## src/rtl/cpb_pkg.sv

```systemverilog
package cpb_pkg;

    typedef enum logic [1:0] {
        MODE_REMAP   = 2'b00,
        MODE_BK_LO   = 2'b01,
        MODE_BK_HI   = 2'b10,
        MODE_BK_BOTH = 2'b11
    } cmp_mode_e;

    typedef struct packed {
        cmp_mode_e   mode;
        logic [26:0] word;
        logic        en;
    } cmp_cfg_t;

    localparam int REG_CTRL  = 0;
    localparam int REG_REMAP = 1;
    localparam int REG_CMP0  = 2;

    localparam logic [2:0] CODE_TOP = 3'b000;
    localparam logic [2:0] SRAM_TOP = 3'b001;

    function automatic logic [31:0] pack_cmp(input cmp_cfg_t c);
        return {c.mode, 1'b0, c.word, 1'b0, c.en};
    endfunction

    function automatic cmp_cfg_t unpack_cmp(input logic [31:0] d);
        cmp_cfg_t c;
        c.mode = cmp_mode_e'(d[31:30]);
        c.word = d[28:2];
        c.en   = d[0];
        return c;
    endfunction

    function automatic logic half_covered(input cmp_mode_e m, input logic upper);
        return (m == MODE_BK_BOTH) || (m == MODE_BK_LO && !upper) ||
               (m == MODE_BK_HI && upper);
    endfunction

endpackage

```

## src/rtl/cpb_regs.sv

```systemverilog
module cpb_regs
    import cpb_pkg::*;
#(
    parameter int NUM_CMP = 8,
    parameter int NUM_LIT = 2,
    parameter int ADDR_W  = 4
) (
    input  logic                      clk,
    input  logic                      rst,
    input  logic                      wr_en,
    input  logic [ADDR_W-1:0]         addr,
    input  logic [31:0]               wdata,
    output logic [31:0]               rdata,
    output logic                      glb_en,
    output logic [23:0]               base,
    output cmp_cfg_t [NUM_CMP-1:0]    cfg
);
    localparam int NUM_CODE = NUM_CMP - NUM_LIT;

    logic                   glb_en_q;
    logic [23:0]            base_q;
    cmp_cfg_t [NUM_CMP-1:0] cfg_q;

    always_ff @(posedge clk) begin
        if (rst) begin
            glb_en_q <= 1'b0;
            base_q   <= '0;
            cfg_q    <= '0;
        end else if (wr_en) begin
            if (addr == ADDR_W'(REG_CTRL) && wdata[1])
                glb_en_q <= wdata[0];
            if (addr == ADDR_W'(REG_REMAP))
                base_q <= wdata[28:5];
            for (int k = 0; k < NUM_CMP; k++) begin
                if (addr == ADDR_W'(REG_CMP0 + k))
                    cfg_q[k] <= unpack_cmp(wdata);
            end
        end
    end

    always_comb begin
        rdata = '0;
        if (addr == ADDR_W'(REG_CTRL))
            rdata = {17'b0, 3'b000, 4'(NUM_LIT), 4'(NUM_CODE), 2'b00, 1'b0, glb_en_q};
        else if (addr == ADDR_W'(REG_REMAP))
            rdata = {SRAM_TOP, base_q, 5'b0};
        for (int k = 0; k < NUM_CMP; k++) begin
            if (addr == ADDR_W'(REG_CMP0 + k))
                rdata = pack_cmp(cfg_q[k]);
        end
    end

    assign glb_en = glb_en_q;
    assign base   = base_q;
    assign cfg    = cfg_q;

endmodule

```

## src/rtl/cpb_match.sv

```systemverilog
module cpb_match
    import cpb_pkg::*;
#(
    parameter int IDX      = 0,
    parameter int NUM_CODE = 6
) (
    input  cmp_cfg_t    cfg,
    input  logic        glb_en,
    input  logic        fetch_valid,
    input  logic [31:0] fetch_addr,
    output logic        hit,
    output logic        brk,
    output logic        half_ok
);
    assign hit = fetch_valid && glb_en && cfg.en &&
                 (fetch_addr[31:29] == CODE_TOP) &&
                 (fetch_addr[28:2] == cfg.word);

    generate
        if (IDX < NUM_CODE) begin : g_full
            assign brk     = (cfg.mode != MODE_REMAP);
            assign half_ok = half_covered(cfg.mode, fetch_addr[1]);
        end else begin : g_remap_only
            assign brk     = 1'b0;
            assign half_ok = 1'b0;
        end
    endgenerate

endmodule

```

## src/rtl/cpb_select.sv

```systemverilog
module cpb_select
    import cpb_pkg::*;
#(
    parameter int NUM_CMP = 8
) (
    input  logic               clk,
    input  logic               rst,
    input  logic [NUM_CMP-1:0] hit,
    input  logic [NUM_CMP-1:0] brk,
    input  logic [NUM_CMP-1:0] half_ok,
    input  logic [23:0]        base,
    input  logic [1:0]         byte_off,
    output logic               remap_valid,
    output logic [31:0]        remap_addr,
    output logic               bkpt_req
);
    localparam int IW = (NUM_CMP > 1) ? $clog2(NUM_CMP) : 1;

    logic          win;
    logic [IW-1:0] win_idx;
    logic          nxt_remap;
    logic          nxt_bkpt;
    logic [31:0]   nxt_addr;

    always_comb begin
        win     = 1'b0;
        win_idx = '0;
        for (int k = NUM_CMP - 1; k >= 0; k--) begin
            if (hit[k]) begin
                win     = 1'b1;
                win_idx = IW'(k);
            end
        end
        nxt_remap = win && !brk[win_idx];
        nxt_bkpt  = win && brk[win_idx] && half_ok[win_idx];
        nxt_addr  = {SRAM_TOP, base, 5'b0} + (32'(win_idx) << 2) + 32'(byte_off);
    end

    always_ff @(posedge clk) begin
        if (rst) begin
            remap_valid <= 1'b0;
            remap_addr  <= '0;
            bkpt_req    <= 1'b0;
        end else begin
            remap_valid <= nxt_remap;
            remap_addr  <= nxt_remap ? nxt_addr : '0;
            bkpt_req    <= nxt_bkpt;
        end
    end

endmodule

```

## src/rtl/code_patch_bank.sv

```systemverilog
module code_patch_bank
    import cpb_pkg::*;
#(
    parameter int NUM_CMP = 8,
    parameter int NUM_LIT = 2,
    parameter int ADDR_W  = 4
) (
    input  logic              clk,
    input  logic              rst,
    input  logic              reg_wr_en,
    input  logic [ADDR_W-1:0] reg_addr,
    input  logic [31:0]       reg_wdata,
    output logic [31:0]       reg_rdata,
    input  logic              fetch_valid,
    input  logic [31:0]       fetch_addr,
    output logic              remap_valid,
    output logic [31:0]       remap_addr,
    output logic              bkpt_req
);
    localparam int NUM_CODE = NUM_CMP - NUM_LIT;

    logic                   glb_en;
    logic [23:0]            base;
    cmp_cfg_t [NUM_CMP-1:0] cfg;
    logic [NUM_CMP-1:0]     hit;
    logic [NUM_CMP-1:0]     brk;
    logic [NUM_CMP-1:0]     half_ok;

    cpb_regs #(.NUM_CMP(NUM_CMP), .NUM_LIT(NUM_LIT), .ADDR_W(ADDR_W)) u_regs (
        .clk    (clk),
        .rst    (rst),
        .wr_en  (reg_wr_en),
        .addr   (reg_addr),
        .wdata  (reg_wdata),
        .rdata  (reg_rdata),
        .glb_en (glb_en),
        .base   (base),
        .cfg    (cfg)
    );

    generate
        for (genvar g = 0; g < NUM_CMP; g++) begin : g_cmp
            cpb_match #(.IDX(g), .NUM_CODE(NUM_CODE)) u_match (
                .cfg         (cfg[g]),
                .glb_en      (glb_en),
                .fetch_valid (fetch_valid),
                .fetch_addr  (fetch_addr),
                .hit         (hit[g]),
                .brk         (brk[g]),
                .half_ok     (half_ok[g])
            );
        end
    endgenerate

    cpb_select #(.NUM_CMP(NUM_CMP)) u_sel (
        .clk         (clk),
        .rst         (rst),
        .hit         (hit),
        .brk         (brk),
        .half_ok     (half_ok),
        .base        (base),
        .byte_off    (fetch_addr[1:0]),
        .remap_valid (remap_valid),
        .remap_addr  (remap_addr),
        .bkpt_req    (bkpt_req)
    );

endmodule

```

## config.mk

```make
export PLATFORM = sky130hd
export DESIGN_NAME = code_patch_bank
export DESIGN_NICKNAME = d
export VERILOG_FILES = /design/src/rtl/cpb_pkg.sv /design/src/rtl/cpb_regs.sv /design/src/rtl/cpb_match.sv /design/src/rtl/cpb_select.sv /design/src/rtl/code_patch_bank.sv
export SDC_FILE = /design/constraint.sdc
export NUM_CORES = 1
export LEC_CHECK = 0
export BUFFER_PORTS_ARGS = -buffer_cell sky130_fd_sc_hd__buf_4
export CAP_MARGIN = 20
export CELL_PAD_IN_SITES_DETAIL_PLACEMENT = 2
export CELL_PAD_IN_SITES_GLOBAL_PLACEMENT = 2
export CORE_MARGIN = 4
export CORE_UTILIZATION = 36
export DETAILED_ROUTE_END_ITERATION = 16
export PLACE_DENSITY = 0.87
export SYNTH_ARGS = -nofsm -noshare
export SYNTH_HDL_FRONTEND = slang
export SYNTH_HIERARCHICAL = 1
export SYNTH_SLANG_ARGS = --single-unit
```

## constraint.sdc

```tcl
create_clock -name clk -period 4.15 [get_ports clk]
set_input_delay 1.0375 -clock clk [delete_from_list [all_inputs] [get_ports clk]]
set_output_delay 1.0375 -clock clk [all_outputs]
set_load 0.01 [all_outputs]
```

# Yosys cells after proc, flatten, opt, wreduce, memory -nomap -nowiden
# Cells that the tools add are included.
dict set report classes {
  shift 0
  n_mul 0
  n_addsub 2
  muxes 30
  n_div 0
  n_lt_le_gt_ge 1
  reduce_logical 74
  n_eq_ne 35
  bitwise_logic 1
}
# operator count
set ops {}
lappend ops {{$mux 32} 9}
lappend ops {{$eq 27x27->1} 8}
lappend ops {{$logic_and 1x1->1} 41}
lappend ops {{$add 32x2->32} 1}
lappend ops {{$add 30x5->31} 1}
lappend ops {{$mux 30} 1}
lappend ops {{$eq 2x2->1 const B} 12}
lappend ops {{$mux 3} 8}
lappend ops {{$reduce_and 2->1} 10}
lappend ops {{$eq 4x3->1 const B} 4}
lappend ops {{$eq 2x1->1 const B} 6}
lappend ops {{$logic_or 1x1->1} 12}
lappend ops {{$reduce_bool 2->1} 6}
lappend ops {{$mux 1} 10}
lappend ops {{$eq 4x2->1 const B} 2}
lappend ops {{$eq 4x4->1 const B} 2}
lappend ops {{$bmux 1 s3} 2}
lappend ops {{$eq 4x1->1 const B} 1}
lappend ops {{$logic_not 4->1} 1}
lappend ops {{$lt 3x4->1 const B} 1}
lappend ops {{$logic_not 3->1} 1}
lappend ops {{$logic_not 1->1} 2}
lappend ops {{$reduce_or 2->1} 1}
lappend ops {{$not 1->1} 1}
dict set report word_totals {
  ramBits 0
  out_inout_bits 66
  mem_count 0
  word_cells 172
  latch_bits 0
  mem_bits_ro 0
  ff_bits 299
  inputBits 72
}

# Logic depth before layout (Yosys ltp)
dict set report depth {
  ltp_word 18
  ltp_mapped 12
  ltp_nobuf 10
}

# Cells and area by module
# Netlist, hierarchy kept.
# mod seq_area_each_um2 instances cells_per_inst area_each_um2
set by_module_without_submodules {}
lappend by_module_without_submodules {cpb_regs 5305.1 1 1599 12206.7}
lappend by_module_without_submodules {{cpb_match (g_cmp[0].u_match ...)} 0.0 6 40 330.3}
lappend by_module_without_submodules {cpb_select 640.6 1 115 1381.3}
lappend by_module_without_submodules {{cpb_match (g_cmp[6].u_match ...)} 0.0 2 41 331.6}

# Worst setup path before layout
# Ideal clock, no wire load.
dict set report synth_timing {
  path_kind {in2reg}
  start {in fetch_addr[25]}
  end {reg u_sel.remap_addr[18]}
  setup_slack_ns 0.624
  required_time_ns 4.075
  path_stages 11
  t_arrival_ns 3.450
  path_buffers 1
  setup_ns 0.075
  cell_sequence {xor2_1 nor4_1 nand4_1 nor4_2 inv_1 a21oi_2 nor3_1 a211o_1 o32a_4 buf_6 nor3b_2}
}
dict set report synth_between {
  word_cells_on_any_way 40
  cone_classes {2 x add/sub; 8 x eq/ne; 18 x mux; 1 x bitwise; 11 x reduce/logical}
}
# item line
set synth_rtl {}
lappend synth_rtl {{start, declared} code_patch_bank.sv:15} ;# input logic [31:0] fetch_addr,
lappend synth_rtl {{$eq 27x27->1 *} cpb_match.sv:17} ;# (fetch_addr[28:2] == cfg.word);
lappend synth_rtl {{$logic_and 1x1->1 *} cpb_match.sv:16} ;# (fetch_addr[31:29] == CODE_TOP) &&
lappend synth_rtl {{via hit[5]} code_patch_bank.sv:25} ;# logic [NUM_CMP-1:0] hit;
lappend synth_rtl {{parallel branches: the longest is 12 deep, another holds $add 32x2->32} n/a}
lappend synth_rtl {{end signal, assigned} cpb_select.sv:46} ;# remap_addr <= nxt_remap ? nxt_addr : '0;
lappend synth_rtl {{end, declared} cpb_select.sv:14} ;# output logic [31:0] remap_addr,
# Mark *: on every way through the listed nets, which the timed path passes. The select of a mux whose other input is x is not followed.
# A chain may end at the register's enable or synchronous reset.

# Worst setup path after layout
dict set report layout_timing {
  start {in reg_addr[2]}
  end {out reg_rdata[27]}
}
dict set report layout_between {
  elab_chain_len 11
  word_cells_on_any_way 20
  cone_classes {9 x eq/ne; 10 x mux; 1 x reduce/logical}
}
# item line
set layout_rtl {}
lappend layout_rtl {{start, declared} code_patch_bank.sv:11} ;# input logic [ADDR_W-1:0] reg_addr,
lappend layout_rtl {{$eq 4x1->1} cpb_regs.sv:45} ;# else if (addr == ADDR_W'(REG_REMAP))
lappend layout_rtl {{$mux 30} cpb_regs.sv:45}
lappend layout_rtl {{$mux 32} cpb_regs.sv:43} ;# if (addr == ADDR_W'(REG_CTRL))
lappend layout_rtl {{$mux 32 (7 in a row)} cpb_regs.sv:48} ;# if (addr == ADDR_W'(REG_CMP0 + k))
lappend layout_rtl {{$mux 32 *} cpb_regs.sv:48}
lappend layout_rtl {{end, declared} code_patch_bank.sv:13} ;# output logic [31:0] reg_rdata,
# Mark *: on every way between the ends. The rest lies on a longest branch, timed or not.

==> results.md <==
- The worst hold path belongs to the class register to register.
- The first-pass iteration count of the detailed router is 5.
- The total of flip-flops plus latches after synthesis is between 200 and 300.
- The critical path goes through buf_4, buf_4, nor2_1, buf_4, nor3_1, a2bb2oi_1, a211oi_1, buf_4.
- The post-CTS setup buffer count is 0.
- The netlist uses 79 different library cells.
- For this configuration, the core starts out at a cell density of between 30% and 40%.
- The delay of the slowest cell on the worst path is approximately 0.42 ns.
- The area share of the largest cell type after synthesis is a little over a third.
- Synthesis handed over a netlist of ~2000 instances.
- Relative to the synthesized area, the layout overhead comes to 19.2%.
- The number of buffers added to fix hold violations after cts is 0.
- The critical path is of the input port to output pin type.
- On the final layout, the worst hold slack is roughly 0.47 ns.
- In this run, synthesis inferred 0 flip-flops with an integrated enable.
- The number of DRC markers after the initial detailed-route iteration is 1637.
- The number of vias per cell after detailed routing is about 6.1.
- The achievable frequency is about 250 MHz.
- The average size of a mapped cell is about 8 µm².
- The hold-critical path endpoint is u_regs/cfg[209].
- The first global-routing pass estimated roughly 120000 µm of wire.
- The startpoint of the lowest-slack register-to-register path is u_regs/cfg[170].
- The data required time of the critical path is 3.11 ns.
- The final cycle utilization of the critical path is a little over nine tenths.
- The clock buffer count from CTS is 39.
- After global routing the overflow that remains totals 0.
- The worst pin sits at a relative slew slack of between 40 and 50%.
- The initialized floorplan defines 77 standard-cell rows.
- The boundary pin count is 138.
- The number of cells on the worst reg-to-reg path is 12.
- The final-report hold violation count came to 0.
- Net switching is between 20% and 30% of the power.
- Across all register-to-register paths, the minimum setup slack is 0.64 ns.
- The sequential group share of total power is around two fifths.
- The final-report max-slew violation count came to 0.
- Global routing used between 30 and 40% of the available tracks across all layers.
- The number of nets in the finished design is about 2200.
- Setup violations remaining at the end of the flow were counted as 0.
- IR analysis of the VDD net gives a maximum drop of about 300 µV.
- The fraction of registers with async set/reset is 0%.
- The residual antenna-violating net count after detailed routing is 0.
- The number of antenna repair diodes is 0.
- The prevailing post-synth register cell is dfxtp_1.
- The worst path needs roughly 4.0 ns of the cycle, external delays included.
- The count of instances resized after the clock tree is built is 0.
- The yosys synthesis warning count is 6.
- The total die area is around 49000 µm².
- Summed over all nets, the switching power comes to 0.00201 W.
- The relative contribution of the clock network to total power is roughly 48%.
- The layout cell share with drive strength beyond 1 is 18.6%.
- Max-cap violations in this run came to 0.
- The die boundary height is between 200 and 250 µm.
- The terminus of the critical flop-to-flop path is u_sel/remap_addr[27].
- The number of antenna violations at the first check in global routing is 4.
- The final total power is 0.00729 W.
- The startpoint identified for the worst hold timing path is u_regs/cfg[209].
- The part of the total power dissipated in combinational logic is a little under an eighth.
- The run finished with clean final reports.
- The die is 220 µm wide.
- Routability-driven placement finished with a final weighted congestion of ~1.
- Cell internal power was estimated by the tool at around 0.0053 W.
- The TritonCTS clock tree is built.
- The number of global-route vias before repair is ~18000.
- In this run the worst setup path begins at reg_addr[2].
- The synthesized design spends more area on one cell type than any other, namely dfxtp_1.
- After synthesis, the cell types taking the most area are dfxtp_1 37%, nand2_1 13%, a21oi_1 8.9%, xor2_1 8.2%, xnor2_1 3.5%.
- STA classifies the critical path startpoint as an input port.
- No sink is reached through more buffers than the 3 on the longest clock path.
- The sum of net half-perimeters after detailed placement is roughly 58000 µm.
- In this run the static leakage power is ~7.2 nW.
- The post-synth design cell area is between 15000 and 20000 µm².
- The worst clock skew on the final layout is between 0.02 and 0.03 ns.
- The slowest library cell on the worst path is a211oi_1.
- The count of input and output buffers is 133.
- The average detailed-routed wire length per instance is 30.2 µm.
- The cell occurring most often along the worst timing path is buf_4.
- The portion of the post-synthesis area used by sequential elements is approximately 37%.
- The later pin in the worst-skew pair is clocked with a latency of 0.58 ns.
- The clock transition time at the flip-flop clock pins of the worst setup and hold paths is around 0.050 ns.
- The core footprint is between 40000 and 50000 µm².
- For the pin with the worst max-slew slack, the measured transition is 0.803 ns.
- The worst setup path is captured at an output pin.
- The routed via count is approximately 17000.
- The power density normalized to cell area is between 300 and 400 nW/µm².
- The routed wire length is about 84000 µm.
- The critical path data arrival time is about 3 ns.
- The clock net in this run drives a total of just under 300 sinks.
- The cell at the root of the clock tree is clkbuf_16.
- The final instance count without filler cells is ~2800.
- The pin count of the biggest net entering global routing is between 100 and 150.
- The depth of the worst hold-timing path is 2.
- After detailed routing, the number of remaining DRC violations is 0.
- After detailed placement, the design holds a cell count of roughly 2700.
- In this run the worst path has a maximum fanout of 22.
- Setup repair after global routing left no endpoint under its margin.
- The H-tree level count is 2.
## worst max-delay path: cells and delay by family
| family | cells | cell delay, ns |
|---|---|---|
| AO/OA/AOI/OAI | 2 | 0.52 |
| buffers and inverters | 4 | 1.03 |
| AND/OR/NAND/NOR | 2 | 0.37 |
## area by class of cell
type                       instances  area [µm²]
inverter                          10        37.5
multi-input combinational       1556        9300
clock buffer                      57        1150
clock inverter                    11         151
fill                            4953       25100
sequential                       297        5950
timing repair buffer             251        2020
tap                              592         741
## placed cells by master, fill, tap and decap left out, types with 39 or more instances in the layout
| master | n |
|---|---|
| nand2_1 | 546 |
| dfxtp_1 | 297 |
| a21oi_1 | 289 |
| buf_4 | 239 |
| xor2_1 | 152 |
| xnor2_1 | 64 |
| mux2i_1 | 44 |
| clkbuf_16 | 40 |
| nand4_1 | 39 |
## per-layer routing
metal  track usage, %  wire length, µm  part of all wire, %  vias to the layer above
met5                0               37                0.044                        -
met4             18.2             5430                  6.5                        6
met3             6.72             6560                  7.8                      289
met2             54.8            38200                   46                      824
met1             42.0            33400                   40                     8482
li1                 -                -                    -                     7204
## cell usage after synthesis (all sizes together), types with 13 or more instances
library cell  number
xnor2             64
mux2i             44
a21oi            290
a22oi             17
clkbuf            69
xor2             152
nor3b             28
buf              107
nor4              43
o21ai             31
dfxtp            297
nand2            546
nand4             39
o22ai             20
o21a              14
nor2              39
nor2b             16
mux2              27
nand3             13
nor3              20
## power by group through the flow
| stage | clock (W) | sequential [W] | combinational [W] |
|---|---|---|---|
| floorplan | 0 | 0.00297 | 0.000441 |
| global placement | 0 | 0.00298 | 0.000807 |
| detailed placement | 0 | 0.00298 | 0.000830 |
| CTS | 0.00355 | 0.00292 | 0.000844 |
| global route | 0.00368 | 0.00292 | 0.000896 |
| finish | 0.00350 | 0.00292 | 0.000869 |
## cell families after synthesis
| family | synth area share (%) |
|---|---|
| xor gates and xnor gates | 11.7 |
| other | 0.0925 |
| buffers and inverters | 6.32 |
| muxes | 4.72 |
| and+or+nand+nor | 23.2 |
| AOI/OAI and AO/OA | 17.3 |
| DFF | 36.6 |
## worst max path at each step
stage	cells past startpoint	end
2_1_floorplan	11	u_sel/remap_addr[18]
3_3_place_gp	13	u_sel/remap_addr[27]
3_5_place_dp	13	u_sel/remap_addr[15]
4_1_cts	8	reg_rdata[27]
5_1_grt	8	reg_rdata[27]
6_report	8	reg_rdata[27]
## metrics by stage
step / utilization, % / instance area [µm²] / setup TNS [ns] / worst slack (ns)
2_1_floorplan: - / 16200 / 0 / 0.624
3_3_place_gp: 40.6 / 18000 / -4.20 / -0.165
3_5_place_dp: 40.6 / 18000 / -2.06 / -0.104
4_1_cts: 43.6 / 19300 / 0 / 0.209
5_1_grt: 43.6 / 19300 / 0 / 0.127
6_report: 43.6 / 19300 / 0 / 0.138
## registers in the layout, indices dropped and copies added (netlist names)
signal	flops
u_sel/remap_addr	30
u_regs/cfg	240
u_regs/base	24
u_regs/glb_en	1
u_sel/bkpt_req	1
u_sel/remap_valid	1
Note: power is estimated with default switching activity, not from simulation.
